==> config.mk <==
export PLATFORM = sky130hd
export DESIGN_NAME = audctl_csr
export DESIGN_NICKNAME = d
export VERILOG_FILES = /design/src/rtl/audctl_pkg.sv /design/src/rtl/audctl_rst_sync.sv /design/src/rtl/audctl_ctrl.sv /design/src/rtl/audctl_flags.sv /design/src/rtl/audctl_enable.sv /design/src/rtl/audctl_csr.sv
export SDC_FILE = /design/constraint.sdc
export NUM_CORES = 1
export LEC_CHECK = 0
export BUFFER_PORTS_ARGS = -buffer_cell sky130_fd_sc_hd__buf_2
export CORE_ASPECT_RATIO = 0.6
export CORE_MARGIN = 5
export CORE_UTILIZATION = 38
export CTS_CLUSTER_DIAMETER = 80
export CTS_CLUSTER_SIZE = 28
export DETAILED_ROUTE_END_ITERATION = 12
export GPL_TIMING_DRIVEN = 0
export PLACE_DENSITY = 0.92
export SYNTH_ARGS = -nofsm -noshare
export SYNTH_HDL_FRONTEND = slang
export SYNTH_SLANG_ARGS = --single-unit
==> constraint.sdc <==
create_clock -name clk -period 2.8 [get_ports clk]
set_clock_uncertainty 0.2 [all_clocks]
set_input_delay 0.42 -clock clk [delete_from_list [all_inputs] [get_ports clk]]
set_output_delay 0.42 -clock clk [all_outputs]
set_load 0.01 [all_outputs]
==> src/rtl/audctl_pkg.sv <==
package audctl_pkg;
  localparam int unsigned REG_W    = 32;
  localparam int unsigned NUM_EVT  = 3;
  localparam int unsigned NUM_LVL  = 2;
  localparam int unsigned NUM_FLG  = NUM_EVT + NUM_LVL;

  // field positions in the word
  localparam int unsigned DMAE_POS = 0;
  localparam int unsigned IE_POS   = 8;
  localparam int unsigned FLG_POS  = 16;
  localparam int unsigned SR_POS   = 24;
  localparam int unsigned FR_POS   = 25;
  localparam int unsigned EN_POS   = 31;

  // flag indices (enable sits at IE_POS + idx, flag at FLG_POS + idx)
  localparam int unsigned FI_WSTART = 0;
  localparam int unsigned FI_SYNC   = 1;
  localparam int unsigned FI_FERR   = 2;
  localparam int unsigned FI_WARN   = 3;
  localparam int unsigned FI_REQ    = 4;
endpackage

==> src/rtl/audctl_rst_sync.sv <==
module audctl_rst_sync #(
  parameter int unsigned STAGES = 2
) (
  input  logic clk,
  input  logic rst_n,
  output logic rst_sync_n
);
  logic [STAGES-1:0] sync_q;

  always_ff @(posedge clk or negedge rst_n) begin
    if (!rst_n) sync_q <= '0;
    else        sync_q <= {sync_q[STAGES-2:0], 1'b1};
  end

  assign rst_sync_n = sync_q[STAGES-1];
endmodule

==> src/rtl/audctl_ctrl.sv <==
module audctl_ctrl
  import audctl_pkg::*;
#(
  parameter int unsigned NF = NUM_FLG
) (
  input  logic          clk,
  input  logic          rst_n,
  input  logic          wr_en,
  input  logic [NF-1:0] wr_ie,
  input  logic          wr_dmae,
  input  logic          wr_sr,
  input  logic          wr_fr,
  output logic [NF-1:0] ie,
  output logic          dmae,
  output logic          sr_q,
  output logic          hold,
  output logic          fifo_rst
);
  logic [NF-1:0] ie_d;
  logic          dmae_d;
  logic          sr_d;
  logic          fr_d;
  logic          cfg_ld;

  // next-state logic
  always_comb begin
    hold   = sr_q | (wr_en & wr_sr);
    cfg_ld = hold | wr_en;
    sr_d   = wr_en ? wr_sr : sr_q;
    fr_d   = wr_en & wr_fr;
    if (hold) begin
      ie_d   = '0;
      dmae_d = 1'b0;
    end else begin
      ie_d   = wr_ie;
      dmae_d = wr_dmae;
    end
  end

  // registers
  always_ff @(posedge clk or negedge rst_n) begin
    if (!rst_n) begin
      ie   <= '0;
      dmae <= 1'b0;
    end else if (cfg_ld) begin
      ie   <= ie_d;
      dmae <= dmae_d;
    end
  end

  always_ff @(posedge clk or negedge rst_n) begin
    if (!rst_n) sr_q <= 1'b0;
    else if (wr_en) sr_q <= sr_d;
  end

  always_ff @(posedge clk or negedge rst_n) begin
    if (!rst_n) fifo_rst <= 1'b0;
    else        fifo_rst <= fr_d;
  end
endmodule

==> src/rtl/audctl_flags.sv <==
module audctl_flags
  import audctl_pkg::*;
#(
  parameter int unsigned NE = NUM_EVT,
  parameter int unsigned NL = NUM_LVL
) (
  input  logic            clk,
  input  logic            rst_n,
  input  logic            hold,
  input  logic            lvl_mask,
  input  logic [NE-1:0]   evt_in,
  input  logic [NL-1:0]   lvl_in,
  input  logic            clr_wr,
  input  logic [NE-1:0]   clr_bits,
  output logic [NE+NL-1:0] flags
);
  for (genvar i = 0; i < NE; i++) begin : g_evt
    logic q;
    logic d;
    logic ld;

    always_comb begin
      ld = hold | evt_in[i] | (clr_wr & clr_bits[i]);
      if (hold)           d = 1'b0;
      else if (evt_in[i]) d = 1'b1;
      else                d = q & ~(clr_wr & clr_bits[i]);
    end

    always_ff @(posedge clk or negedge rst_n) begin
      if (!rst_n)  q <= 1'b0;
      else if (ld) q <= d;
    end

    assign flags[i] = q;
  end

  for (genvar j = 0; j < NL; j++) begin : g_lvl
    assign flags[NE+j] = lvl_in[j] & ~lvl_mask;
  end
endmodule

==> src/rtl/audctl_enable.sv <==
module audctl_enable (
  input  logic clk,
  input  logic rst_n,
  input  logic hold,
  input  logic wr_en,
  input  logic wr_bit,
  input  logic frame_done,
  output logic active
);
  logic req_q;
  logic req_d;
  logic act_d;

  always_comb begin
    if (hold)       req_d = 1'b0;
    else if (wr_en) req_d = wr_bit;
    else            req_d = req_q;

    if (hold)            act_d = 1'b0;
    else if (req_d)      act_d = 1'b1;
    else if (frame_done) act_d = 1'b0;
    else                 act_d = active;
  end

  always_ff @(posedge clk or negedge rst_n) begin
    if (!rst_n) begin
      req_q  <= 1'b0;
      active <= 1'b0;
    end else begin
      req_q  <= req_d;
      active <= act_d;
    end
  end
endmodule

==> src/rtl/audctl_csr.sv <==
module audctl_csr
  import audctl_pkg::*;
(
  input  logic             clk,
  input  logic             rst_n,
  input  logic             wr_en,
  input  logic [REG_W-1:0] wr_data,
  output logic [REG_W-1:0] rd_data,
  input  logic             evt_word_start,
  input  logic             evt_sync_err,
  input  logic             evt_fifo_err,
  input  logic             lvl_fifo_warn,
  input  logic             lvl_fifo_req,
  input  logic             frame_done,
  output logic             irq,
  output logic             dma_req,
  output logic             fifo_rst,
  output logic             port_en,
  output logic             port_rst
);
  logic               rst_sync_n;
  logic [NUM_FLG-1:0] ie;
  logic [NUM_FLG-1:0] flags;
  logic               dmae;
  logic               sr_q;
  logic               hold;
  logic               active;
  logic [NUM_EVT-1:0] evt_vec;
  logic [NUM_LVL-1:0] lvl_vec;
  logic               unused_wr;

  assign evt_vec   = {evt_fifo_err, evt_sync_err, evt_word_start};
  assign lvl_vec   = {lvl_fifo_req, lvl_fifo_warn};
  assign unused_wr = ^wr_data;

  audctl_rst_sync #(.STAGES(2)) u_rst (
    .clk        (clk),
    .rst_n      (rst_n),
    .rst_sync_n (rst_sync_n)
  );

  audctl_ctrl #(.NF(NUM_FLG)) u_ctrl (
    .clk      (clk),
    .rst_n    (rst_sync_n),
    .wr_en    (wr_en),
    .wr_ie    (wr_data[IE_POS +: NUM_FLG]),
    .wr_dmae  (wr_data[DMAE_POS]),
    .wr_sr    (wr_data[SR_POS]),
    .wr_fr    (wr_data[FR_POS]),
    .ie       (ie),
    .dmae     (dmae),
    .sr_q     (sr_q),
    .hold     (hold),
    .fifo_rst (fifo_rst)
  );

  audctl_flags #(.NE(NUM_EVT), .NL(NUM_LVL)) u_flags (
    .clk      (clk),
    .rst_n    (rst_sync_n),
    .hold     (hold),
    .lvl_mask (sr_q),
    .evt_in   (evt_vec),
    .lvl_in   (lvl_vec),
    .clr_wr   (wr_en),
    .clr_bits (wr_data[FLG_POS +: NUM_EVT]),
    .flags    (flags)
  );

  audctl_enable u_en (
    .clk        (clk),
    .rst_n      (rst_sync_n),
    .hold       (hold),
    .wr_en      (wr_en),
    .wr_bit     (wr_data[EN_POS]),
    .frame_done (frame_done),
    .active     (active)
  );

  always_comb begin
    rd_data                       = '0;
    rd_data[DMAE_POS]             = dmae;
    rd_data[IE_POS +: NUM_FLG]    = ie;
    rd_data[FLG_POS +: NUM_FLG]   = flags;
    rd_data[SR_POS]               = sr_q;
    rd_data[EN_POS]               = active;
  end

  assign irq      = |(flags & ie);
  assign dma_req  = dmae & flags[FI_REQ];
  assign port_en  = active;
  assign port_rst = sr_q;
endmodule

After elaboration in Yosys (flattened, before gate mapping). Index checks and enable logic that the tools add are counted.

Register bits after elaboration: 15. Latch bits: 0. Bits in writable memories: 0. Bits in read-only memories: 0. Input port bits: 41. Word-level logic and storage cells: 49. Memories kept: 0.

Add/sub/neg operators: 0. Multipliers: 0. Divide/modulo/power cells: 0. Magnitude comparators: 0. Eq/ne operators: 0. Shift-type cells: 0. Multiplexer cells: 13. Bitwise logic cells: 24. Reductions and logical operators: 2.

Operator list (number): 1-bit 2-to-1 mux (12); 1-bit AND (11); 1-bit bitwise OR (8); 5-bit AND (1); 5-bit 2-to-1 mux (1); 5-bit OR reduction (1); 1-bit inverter (4); 3-bit nonzero test (1).

Depth between registers and ports, before layout. Gate-level depths: netlist (run 1).

Word-level depth: 5. Gate-level depth with buffers: 3. Mapped depth without buffers: 2.

Modules after synthesis. A second synthesis (run 1) with hierarchy kept.

Cells, all modules: 76. Area, all modules: 809.5 µm².

By module, submodules not included: audctl_ctrl (times used 1, cells each 23, area each 319.1 µm²); audctl_csr (times used 1, cells each 27, area each 196.4 µm²); audctl_flags (times used 1, cells each 17, area each 165.2 µm²); audctl_enable (times used 1, cells each 6, area each 75.1 µm²); audctl_rst_sync (times used 1, cells each 3, area each 53.8 µm²).

Least setup slack after synthesis (run 1). Ideal clock, no wire load.

Path kind: register -> output. From: register u_ctrl.sr_q. To: output dma_req. Arrival: 889 ps. Data required time: 2180 ps. Setup slack: 1291 ps. Cell stages (with the launch flop): 3. Cells stage by stage: dfrtp_1 > nor2b_1 > and2_1.

Longest elaborated chain between the ends: 3.

Ends and longest elaborated chain: start: declaration (line audctl_ctrl.sv:15) `output logic sr_q,`; start signal: assignment (line audctl_ctrl.sv:53) `else if (wr_en) sr_q <= sr_d;`; 1-bit inverter (line audctl_flags.sv:38) `assign flags[NE+j] = lvl_in[j] & ~lvl_mask;`; 1-bit AND (line audctl_flags.sv:38); net rd_data[20] (line audctl_csr.sv:8) `output logic [REG_W-1:0] rd_data,`; 1-bit AND (line audctl_csr.sv:89) `assign dma_req = dmae & flags[FI_REQ];`; end: declaration (line audctl_csr.sv:16) `output logic dma_req,`.

The timed path passes the listed nets, and every way through them passes these cells.

Worst setup path after layout (run 1).
From: register u_flags.g_evt[0].q. To: output irq.

Longest elaborated chain between the ends: 2.

Ends and longest elaborated chain: start: declaration (line audctl_flags.sv:18) `logic q;`; start signal: assignment (line audctl_flags.sv:30) `if (!rst_n) q <= 1'b0;`; start signal: assignment (line audctl_flags.sv:31) `else if (ld) q <= d;`; 5-bit AND (line audctl_csr.sv:88) `assign irq = |(flags & ie);`; 5-bit OR reduction (line audctl_csr.sv:88); end: declaration (line audctl_csr.sv:15) `output logic irq,`.

Every way passes these cells.

==> results_dict.tcl, run 1 <==
set metrics [dict create \
    p_int_mw 0.357 \
    route.vias.total 647 \
    relSlewSlack_pct 65.8 \
    grt_pass1_vias 645 \
    htree_levels 1 \
    path_class "reg2out" \
    dp.cells 162 \
    final_cell_mix "buf_2, buf_4, conb_1" \
    avgSynthCellArea_um2 10.9 \
    p_comb_share_pct 25.4 \
    r2r_start "u_ctrl.sr_q" \
    synth_area_um2 827 \
    fp-row-count 13 \
    drive_gt1_share_pct 51.1 \
    clock-sinks 15 \
    antenna_found_initial 0 \
    coreArea_mm2 0.00211 \
    synth_top_area_share_pct 45.4 \
    status "completed" \
    hold_violations 0 \
    final_antenna_net_count 0 \
    cts.clk_slew.worst_paths_ps 100 \
    initial_core_util_pct 39.1 \
    ys_seq_area_share_pct 45.4 \
    cap_violations 0 \
    p_total_mw 0.504 \
    cts-resized-gates 0 \
    grt_use_met2_pct 21.2 \
    mostFrequentLayoutCell "buf_2" \
    place_ws_ps 1140 \
    grt_max_degree 14 \
    drt-total-wl_um 1830 \
    yosysWarnings 0 \
    holdWs_ps 14.7 \
    grt_util_all_layers_pct 11.6 \
    ios 78 \
    critical_path_required_ps 2180 \
    crit_path_end_kind "output pin" \
    antennaDiodeCount 0 \
    cts_setup_buffers 0 \
    post-route-period-util_pct 69.8 \
    synthTopCellsByArea "dfrtp_1, buf_4, mux2i_1" \
    rsz0062_at_grt "false" \
    layout_setup_ws_ps 844 \
    drv_slew 0 \
    clockBufferDepth 2 \
    switching_power_mw 0.147 \
    n_fill_cell 196 \
    gp_congestion 0.684 \
    switching_share_pct 29.1 \
    ff2ff_path_depth 3 \
    cp_max_fo 3 \
    gr-usage-met1_pct 12.7 \
    fp.dieW_um 70.2 \
    wire_per_inst_um 10.9 \
    seqPwrFrac_pct 48.9 \
    crit_end "irq" \
    pwr-share-clk_pct 25.7 \
    viasPerCell 3.87 \
    hpwl_um 1530 \
    drt-pass1-iter-count 4 \
    reg2reg_slack_ps 1540 \
    globalRouteOverflowTotal 0 \
    clk_latency_ps 290 \
    io_buffers 38 \
    worstMarginPinSlew_ps 513 \
    hp-class "reg2async" \
    final_nets 179 \
    vdd_drop_max_mv 0.327 \
    syn_inst 76 \
    r2r_end "u_flags.g_evt[1].q" \
    tns_ps 0 \
    period_needed_ps 1960 \
    p_leak_nw 0.710 \
    drc 0 \
    grt_pass1_wl_um 2880 \
    powerDensity_mw_per_mm2 434 \
    cts_root_buf "clkbuf_4" \
    yosys.area.top_type "dfrtp_1" \
    fmax_mhz 511 \
    fin_cells 167 \
    setup_viol 0 \
    die_h_um 46.1 \
    die_area_mm2 0.00324 \
    crit_arrival_ps 1340 \
    startpoint_type "register" \
    area_growth_pct 40.5 \
    startpoint "u_flags.g_evt[0].q" \
    cts_buffers 3 \
    yosysUniqueCellTypes 18 \
    use_met3_pct 4.79 \
    synth-seq-cells 15 \
    grt-busiest-layer "met2" \
    cts_tree "built" \
    drtIter0Drc 9 \
]
-- power groups by stage --
stage	sequential [mW]	combinational, mW	clock, mW
after detailed placement	0.252	0.127	0
after floorplan	0.252	0.0819	0
after CTS	0.247	0.128	0.135
after global routing	0.251	0.140	0.145
final	0.247	0.128	0.130
after global placement	0.250	0.124	0
-- registers in the layout, summed over array words and instances, names as in the netlist --
signal	cells
u_ctrl.ie	5
u_flags.g_evt.q	3
u_rst.sync_q	2
u_ctrl.dmae	1
u_ctrl.fifo_rst	1
u_ctrl.sr_q	1
u_en.active	1
u_en.req_q	1
-- worst min path at each step --
stage | depth (start not counted) | to | startpoint
4_1_cts | 0 | u_en.active | u_rst.sync_q[1]
3_3_place_gp | 1 | u_rst.sync_q[0] | rst_n
6_report | 0 | u_ctrl.ie[2] | u_rst.sync_q[1]
2_1_floorplan | 0 | u_rst.sync_q[0] | rst_n
5_1_grt | 0 | u_ctrl.ie[2] | u_rst.sync_q[1]
3_5_place_dp | 1 | u_rst.sync_q[1] | rst_n
-- cell families (layout without fill, tap and decap cells) --
kind of cell | after synthesis | in the layout | share of synthesized area (%)
and+or+nand+nor | 15 | 15 | 9.38
AOI/OAI and AO/OA | 9 | 9 | 9.08
DFF | 15 | 15 | 45.4
muxes | 8 | 8 | 9.83
other | 2 | 20 | 0.908
buffers and inverters | 27 | 70 | 25.4
-- cell usage after synthesis --
cell,count
buf_4,25
dfrtp_1,15
mux2i_1,7
nor2_1,7
o21ba_1,3
a21boi_0,2
and2_1,2
buf_6,2
conb_1,2
nand3b_1,2
nor2b_1,2
a21boi_1,1
a21o_1,1
a21oi_1,1
a222oi_1,1
mux2_2,1
nand2b_1,1
nand3_1,1
-- final cells by class --
class	instances	area [µm²]	area share (%)
timing repair buffer	39	200	17.2
multi-input combinational	52	309	26.6
buffer	27	210	18.1
clock inverter	1	7.51	0.646
sequential	15	375	32.3
tap	30	37.5	3.23
clock buffer	3	22.5	1.94
-- critical path, cell delays in order (launching register included) --
cell and delay [ps]:
dfrtp_1 410, a222oi_1 380, nand3_1 100, buf_2 150
-- through the flow --
| step | util, % | instance area, µm² |
|---|---|---|
| floorplan | - | 895 |
| global placement | 53.1 | 1120 |
| global route | 55.0 | 1160 |
| finish | 55.0 | 1160 |
| detailed placement | 53.1 | 1120 |
| CTS | 55.0 | 1160 |
-- repair_timing --
action,CTS,global route
endpoints found under the hold margin,2,0
hold buffers,1,0
setup endpoints to repair,0,0
-- layer usage --
layer	up-vias	wire (µm)
li1	327	-
met1	289	735
met2	31	954
met3	0	137
met4	0	0
met5	-	0
No activity file was read; power rests on OpenSTA's default activity.
==> run 2, diff against run 1 <==
--- a/config.mk
+++ b/config.mk
@@ -5,15 +5,16 @@
 export SDC_FILE = /design/constraint.sdc
 export NUM_CORES = 1
 export LEC_CHECK = 0
+export ABC_AREA = 1
 export BUFFER_PORTS_ARGS = -buffer_cell sky130_fd_sc_hd__buf_2
 export CORE_ASPECT_RATIO = 0.6
 export CORE_MARGIN = 5
-export CORE_UTILIZATION = 38
+export CORE_UTILIZATION = 36
 export CTS_CLUSTER_DIAMETER = 80
 export CTS_CLUSTER_SIZE = 28
 export DETAILED_ROUTE_END_ITERATION = 12
 export GPL_TIMING_DRIVEN = 0
-export PLACE_DENSITY = 0.92
+export PLACE_DENSITY = 0.88
 export SYNTH_ARGS = -nofsm -noshare
 export SYNTH_HDL_FRONTEND = slang
 export SYNTH_SLANG_ARGS = --single-unit
==> constraint.sdc (replaced) <==
create_clock -name clk -period 2 [get_ports clk]
set_clock_uncertainty 0.2 [all_clocks]
set_input_delay 0.3 -clock clk [delete_from_list [all_inputs] [get_ports clk]]
set_output_delay 0.3 -clock clk [all_outputs]
set_load 0.01 [all_outputs]
==> run 2 against run 1 <==
Compared with the run above: the run now ends with hold timing left; register-to-register slack got worse by 740 ps; routed wire length grew 3.3%; sequential power up 40%; setup slack got worse by 580 ps; clock power is 78% higher; critical endpoint unchanged; synthesized cell count grew 34%; global-route usage about the same; critical path depth increased by 3.
==> results_dict.tcl, run 2 <==
set metrics [dict create \
    post-route-period-util_pct 87.0 \
    powerDensity_mw_per_mm2 636 \
    drt-total-wl_um 1890 \
    synth_edf_count 0 \
    drc 0 \
    fin_util_pct 54.3 \
    crit_family "flip-flops" \
    synth_area_um2 833 \
    synthMostInstantiatedCell "nand2_1" \
    rsz0062_at_grt "false" \
    synth_top_family_by_area "buffers and inverters" \
    drive_gt1_share_pct 42.3 \
    clk_latency_ps 240 \
    muxShareOfSynthArea_pct 0 \
    clock-sinks 15 \
    place_ws_ps 513 \
    top_regs "u_ctrl.ie: 5 flops, u_flags.g_evt.q: 3 flops, u_rst.sync_q: 2 flops" \
    path_buf_inv 3 \
    synthTopCellsByArea "dfrtp_1, buf_4, nand2_1" \
    gp_congestion 0.742 \
    cts_tree "built" \
    holdWs_ps -0.644 \
    reg2reg_slack_ps 800 \
    grt_pass1_vias 657 \
    cts_setup_buffers 0 \
    final_nets 205 \
    fmax_mhz 575 \
    yosysWarnings 0 \
    critPathSlowestCell "dfrtp_1" \
    synth-seq-cells 15 \
    route.vias.total 728 \
    startpoint_type "register" \
    antennaDiodeCount 0 \
    initial_core_util_pct 38.2 \
    crit_chain "inv_1, nand3_1, nand2_1, inv_1, nand2_1, buf_2" \
    tns_ps 0 \
    status "finished, violations left" \
    synthFlopType "dfrtp_1" \
    synthTopCellsByCount "nand2_1, buf_4, dfrtp_1" \
    crit_arrival_ps 1240 \
    io_buffers 38 \
    drv_slew 0 \
    final_cell_mix "buf_2, nand2_1, buf_4" \
    yosysUniqueCellTypes 14 \
    synth-xor-area-share_pct 0 \
    clockBufferDepth 2 \
    grt_max_degree 14 \
    cts-resized-gates 0 \
    p_leak_nw 0.759 \
    layout_setup_ws_ps 261 \
    yosys.area.top_type "dfrtp_1" \
    synthAdderAreaFrac_pct 0 \
    setup_viol 0 \
    drtIter0Drc 21 \
    hold_violations 6 \
    largest_reg_flops 5 \
    mostFrequentLayoutCell "buf_2" \
    critical_path_required_ps 1500 \
    largest_register "u_ctrl.ie" \
    grt_pass1_wl_um 2930 \
    avgSynthCellArea_um2 8.17 \
    cts_root_buf "clkbuf_8" \
    hpwl_um 1610 \
    grt_util_all_layers_pct 11.6 \
    final_antenna_net_count 0 \
    htree_levels 1 \
    cp_max_fo 6 \
    cts.clk_slew.worst_paths_ps 50 \
    max_stage_delay_ps 420 \
    vdd_drop_max_mv 0.417 \
    fp.dieW_um 72.1 \
    async_reset_ff_share_pct 100 \
    crit_path_end_kind "output pin" \
    antenna_found_initial 0 \
    cts_buffers 3 \
    cap_violations 0 \
    die_h_um 47.3 \
    area_growth_pct 42.0 \
    period_needed_ps 1740 \
    synthSimpleGateAreaFrac_pct 19.7 \
    globalRouteOverflowTotal 0 \
    hp-class "reg2async" \
    fp-row-count 13 \
    violations "hold timing" \
    synth_compound_area_share_pct 6.01 \
    coreArea_mm2 0.00218 \
    path_class "reg2out" \
    ctsHoldBuffers 1 \
    die_area_mm2 0.00341 \
    ios 78 \
    synth_top_area_share_pct 45.0 \
    wire_per_inst_um 9.78 \
    ys_seq_area_share_pct 45.0 \
    drt-pass1-iter-count 4 \
    syn_inst 102 \
    viasPerCell 3.77 \
]
[run 2: cells by family after synthesis]
logic type / Yosys count
compound gates: 10
simple gates: 39
flops: 15
buf+inv: 36
other cells: 2
[run 2: layer usage]
metal  vias to the layer above  share of wire [%]  GRT usage [%]
li1                        385                  -              -
met5                         -                  0              0
met4                         0               0.42           2.25
met1                       312                 40           13.1
met2                        29                 51           21.5
met3                         2                9.0           4.27
[run 2: power breakdown]
part	internal, mW	switching, mW
Combinational	0.0878	0.0884
Clock	0.141	0.0912
Sequential	0.325	0.0198
Total	0.554	0.199
[run 2: cell type report]
type	count	area, µm²
flip-flops and latches	15	375
multi-input cells	69	289
well taps	30	37.5
clock buffers	4	45.0
repair buffers	39	200
fillers	229	996
plain buffers	26	199
inverters	10	37.5
[run 2: per-stage QoR]
stage	total power [mW]	cells	instance area, µm²
after floorplan	0.461	120	901
after global placement	0.521	188	1130
after detailed placement	0.525	188	1130
after CTS	0.761	193	1180
after global routing	0.802	193	1180
final	0.753	193	1180
[run 2: path summary, 6_finish.rpt]
path,end,cells past startpoint,from
worst max register to register,u_en.active,5,u_ctrl.sr_q
worst min register to register,u_ctrl.sr_q,0,u_rst.sync_q[1]
min in group clk,u_ctrl.fifo_rst,3,wr_data[25]
worst max-delay path,irq,6,u_ctrl.sr_q
max in group asynchronous,u_flags.g_evt[1].q,0,u_rst.sync_q[1]
worst min-delay path,u_ctrl.sr_q,0,u_rst.sync_q[1]
==> run 3, diff against run 2 <==
--- a/config.mk
+++ b/config.mk
@@ -7,14 +7,17 @@
 export LEC_CHECK = 0
 export ABC_AREA = 1
 export BUFFER_PORTS_ARGS = -buffer_cell sky130_fd_sc_hd__buf_2
+export CELL_PAD_IN_SITES_DETAIL_PLACEMENT = 2
+export CELL_PAD_IN_SITES_GLOBAL_PLACEMENT = 2
 export CORE_ASPECT_RATIO = 0.6
 export CORE_MARGIN = 5
-export CORE_UTILIZATION = 36
+export CORE_UTILIZATION = 18
 export CTS_CLUSTER_DIAMETER = 80
 export CTS_CLUSTER_SIZE = 28
 export DETAILED_ROUTE_END_ITERATION = 12
 export GPL_TIMING_DRIVEN = 0
-export PLACE_DENSITY = 0.88
+export PLACE_DENSITY = 0.86
 export SYNTH_ARGS = -nofsm -noshare
 export SYNTH_HDL_FRONTEND = slang
+export SYNTH_HIERARCHICAL = 1
 export SYNTH_SLANG_ARGS = --single-unit
==> run 3 against run 2 <==
Compared with the run above: the flow now finishes without violations; critical path depth stayed put; combinational power is 15% higher; cell area is 10% higher; non-clock buffer count stayed put; clock power is 8% higher; die area is 95% higher; setup slack worse by 26 ps; register-to-register slack hardly changed; largest power group unchanged.
==> results_dict.tcl, run 3 <==
set metrics [dict create \
    status "completed" \
    fp.dieW_um 102 \
    holdWs_ps 37.7 \
    layout_setup_ws_ps 235 \
    yosysWarnings 6 \
    ys_seq_area_share_pct 41.2 \
    die_h_um 65.1 \
    async_reset_ff_share_pct 100 \
    cts_root_buf "clkbuf_8" \
    relSlewSlack_pct 59.7 \
    drive_gt1_share_pct 47.6 \
    place_ws_ps 475 \
    hpwl_um 2200 \
    fp-row-count 20 \
    grt_pass1_wl_um 3970 \
    route.vias.total 802 \
    gp_congestion 0.678 \
    syn_inst 107 \
    rsz0062_at_grt "false" \
    grt_util_all_layers_pct 7.77 \
    final_cell_mix "buf_2, nand2_1, buf_4" \
    grt_max_degree 14 \
    yosys.area.top_type "dfrtp_1" \
    drc 0 \
    p_leak_nw 0.785 \
    cp_common_cell "nand2_1" \
    synth-seq-cells 15 \
    synthFlopType "dfrtp_1" \
    final_nets 210 \
    io_buffers 38 \
    initial_core_util_pct 18.3 \
    vdd_drop_max_mv 0.227 \
    holdCritStartpoint "wr_data[25]" \
    startpoint_type "register" \
    powerDensity_mw_per_mm2 613 \
    cts_buffers 3 \
    drv_slew 0 \
    largest_reg_flops 5 \
    largest_register "u_ctrl/ie" \
    cts-resized-gates 0 \
    synth_edf_count 0 \
    wire_per_inst_um 11.0 \
    cts.clk_slew.worst_paths_ps 60 \
    clk_latency_ps 250 \
    area_growth_pct 43.4 \
    mostFrequentLayoutCell "buf_2" \
    synth_top_area_share_pct 41.2 \
    drtIter0Drc 11 \
    path_class "reg2out" \
    cap_violations 0 \
    crit_chain "nor2_1, nand2_1, nand2_1, inv_1, nand2_1, buf_2" \
    top_regs "u_ctrl/ie: 5 flops, u_flags/g_evt.q: 3 flops, u_rst/sync_q: 2 flops" \
    synthTopCellsByArea "dfrtp_1, buf_4, nand2_1" \
    antenna_found_initial 0 \
    clockBufferDepth 2 \
    hp-class "in2reg" \
    globalRouteOverflowTotal 0 \
    drt-pass1-iter-count 2 \
    setup_viol 0 \
    p_total_mw 0.800 \
    crit_path_end_kind "output pin" \
    final_antenna_net_count 0 \
    synthMostInstantiatedCell "nand2_1" \
    clock-sinks 15 \
    drt-total-wl_um 2580 \
    post-route-period-util_pct 88.3 \
    fmax_mhz 566 \
    avgSynthCellArea_um2 8.51 \
    htree_levels 1 \
    period_needed_ps 1770 \
    crit_family "flip-flops" \
    r2r_start "u_ctrl/sr_q" \
    cp_max_fo 5 \
    cts_tree "built" \
    synth_area_um2 911 \
    grt_pass1_vias 846 \
    viasPerCell 3.43 \
    startpoint "u_ctrl/sr_q" \
    crit_arrival_ps 1270 \
    synthTopCellsByCount "nand2_1, buf_4, dfrtp_1" \
    n_fill_cell 606 \
    hold_violations 0 \
    max_stage_delay_ps 450 \
    antennaDiodeCount 0 \
    coreArea_mm2 0.00498 \
    worstMarginPinSlew_ps 605 \
    path_buf_inv 2 \
    critPathSlowestCell "dfrtp_1" \
    yosysUniqueCellTypes 15 \
    die_area_mm2 0.00663 \
    tns_ps 0 \
    ios 78 \
    critical_path_required_ps 1500 \
]
## run 3: repair_timing
| action | 4_1_cts | 5_1_grt |
|---|---|---|
| endpoints found under the setup margin | 0 | 0 |
| hold endpoints to repair | 2 | 0 |
| setup buffers | 0 | 0 |
| hold buffers | 1 | 0 |
## run 3: final timing paths
path                                 endpoint  slack (ps)  cells after the start
min reg2reg                       u_ctrl/dmae          50                      0
max                                       irq         230                      6
min in group asynchronous         u_ctrl/dmae          50                      0
min                           u_ctrl/fifo_rst          40                      3
max in group asynchronous  u_flags/g_evt[0].q        1160                      0
max reg2reg                       u_en/active         810                      5
## run 3: cells by family after synthesis
group	synth area share, %
buffers and inverters	29.0
AOI/OAI and AO/OA	8.38
and+or+nand+nor	20.6
DFF	41.2
other	0.824
## run 3: power by group
part	internal, mW	total [mW]	switching, mW
Clock	0.141	0.251	0.110
Combinational	0.0971	0.203	0.106
Sequential	0.326	0.346	0.0208
## run 3: cell type report
cell class	count	area, µm²	area share [%]
inverter	16	65.1	4.98
sequential	15	375	28.7
buffer	26	199	15.2
timing repair buffer	39	200	15.3
multi-input combinational	68	339	26.0
tap	66	82.6	6.32
clock buffer	4	45.0	3.45
## run 3: per-layer routing
layer	part of all wire, %	up-vias	GRT usage, %	wire (µm)
met5	0	-	0	0
met4	0	0	0.491	0
met3	8.5	0	3.71	220
met2	51	24	14.0	1320
met1	40	386	8.77	1040
li1	-	392	-	-
## run 3: metrics by stage
step	instances	instance area, µm²	utilization [%]
6_report	234	1310	26.2
5_1_grt	234	1310	26.2
4_1_cts	234	1310	26.2
3_5_place_dp	229	1250	25.1
3_3_place_gp	229	1250	25.1
2_1_floorplan	125	978	-
## run 3: tightest hold or removal path, stage by stage
cell and delay [ps]:
buf_2 70, nand2_1 40, inv_1 40
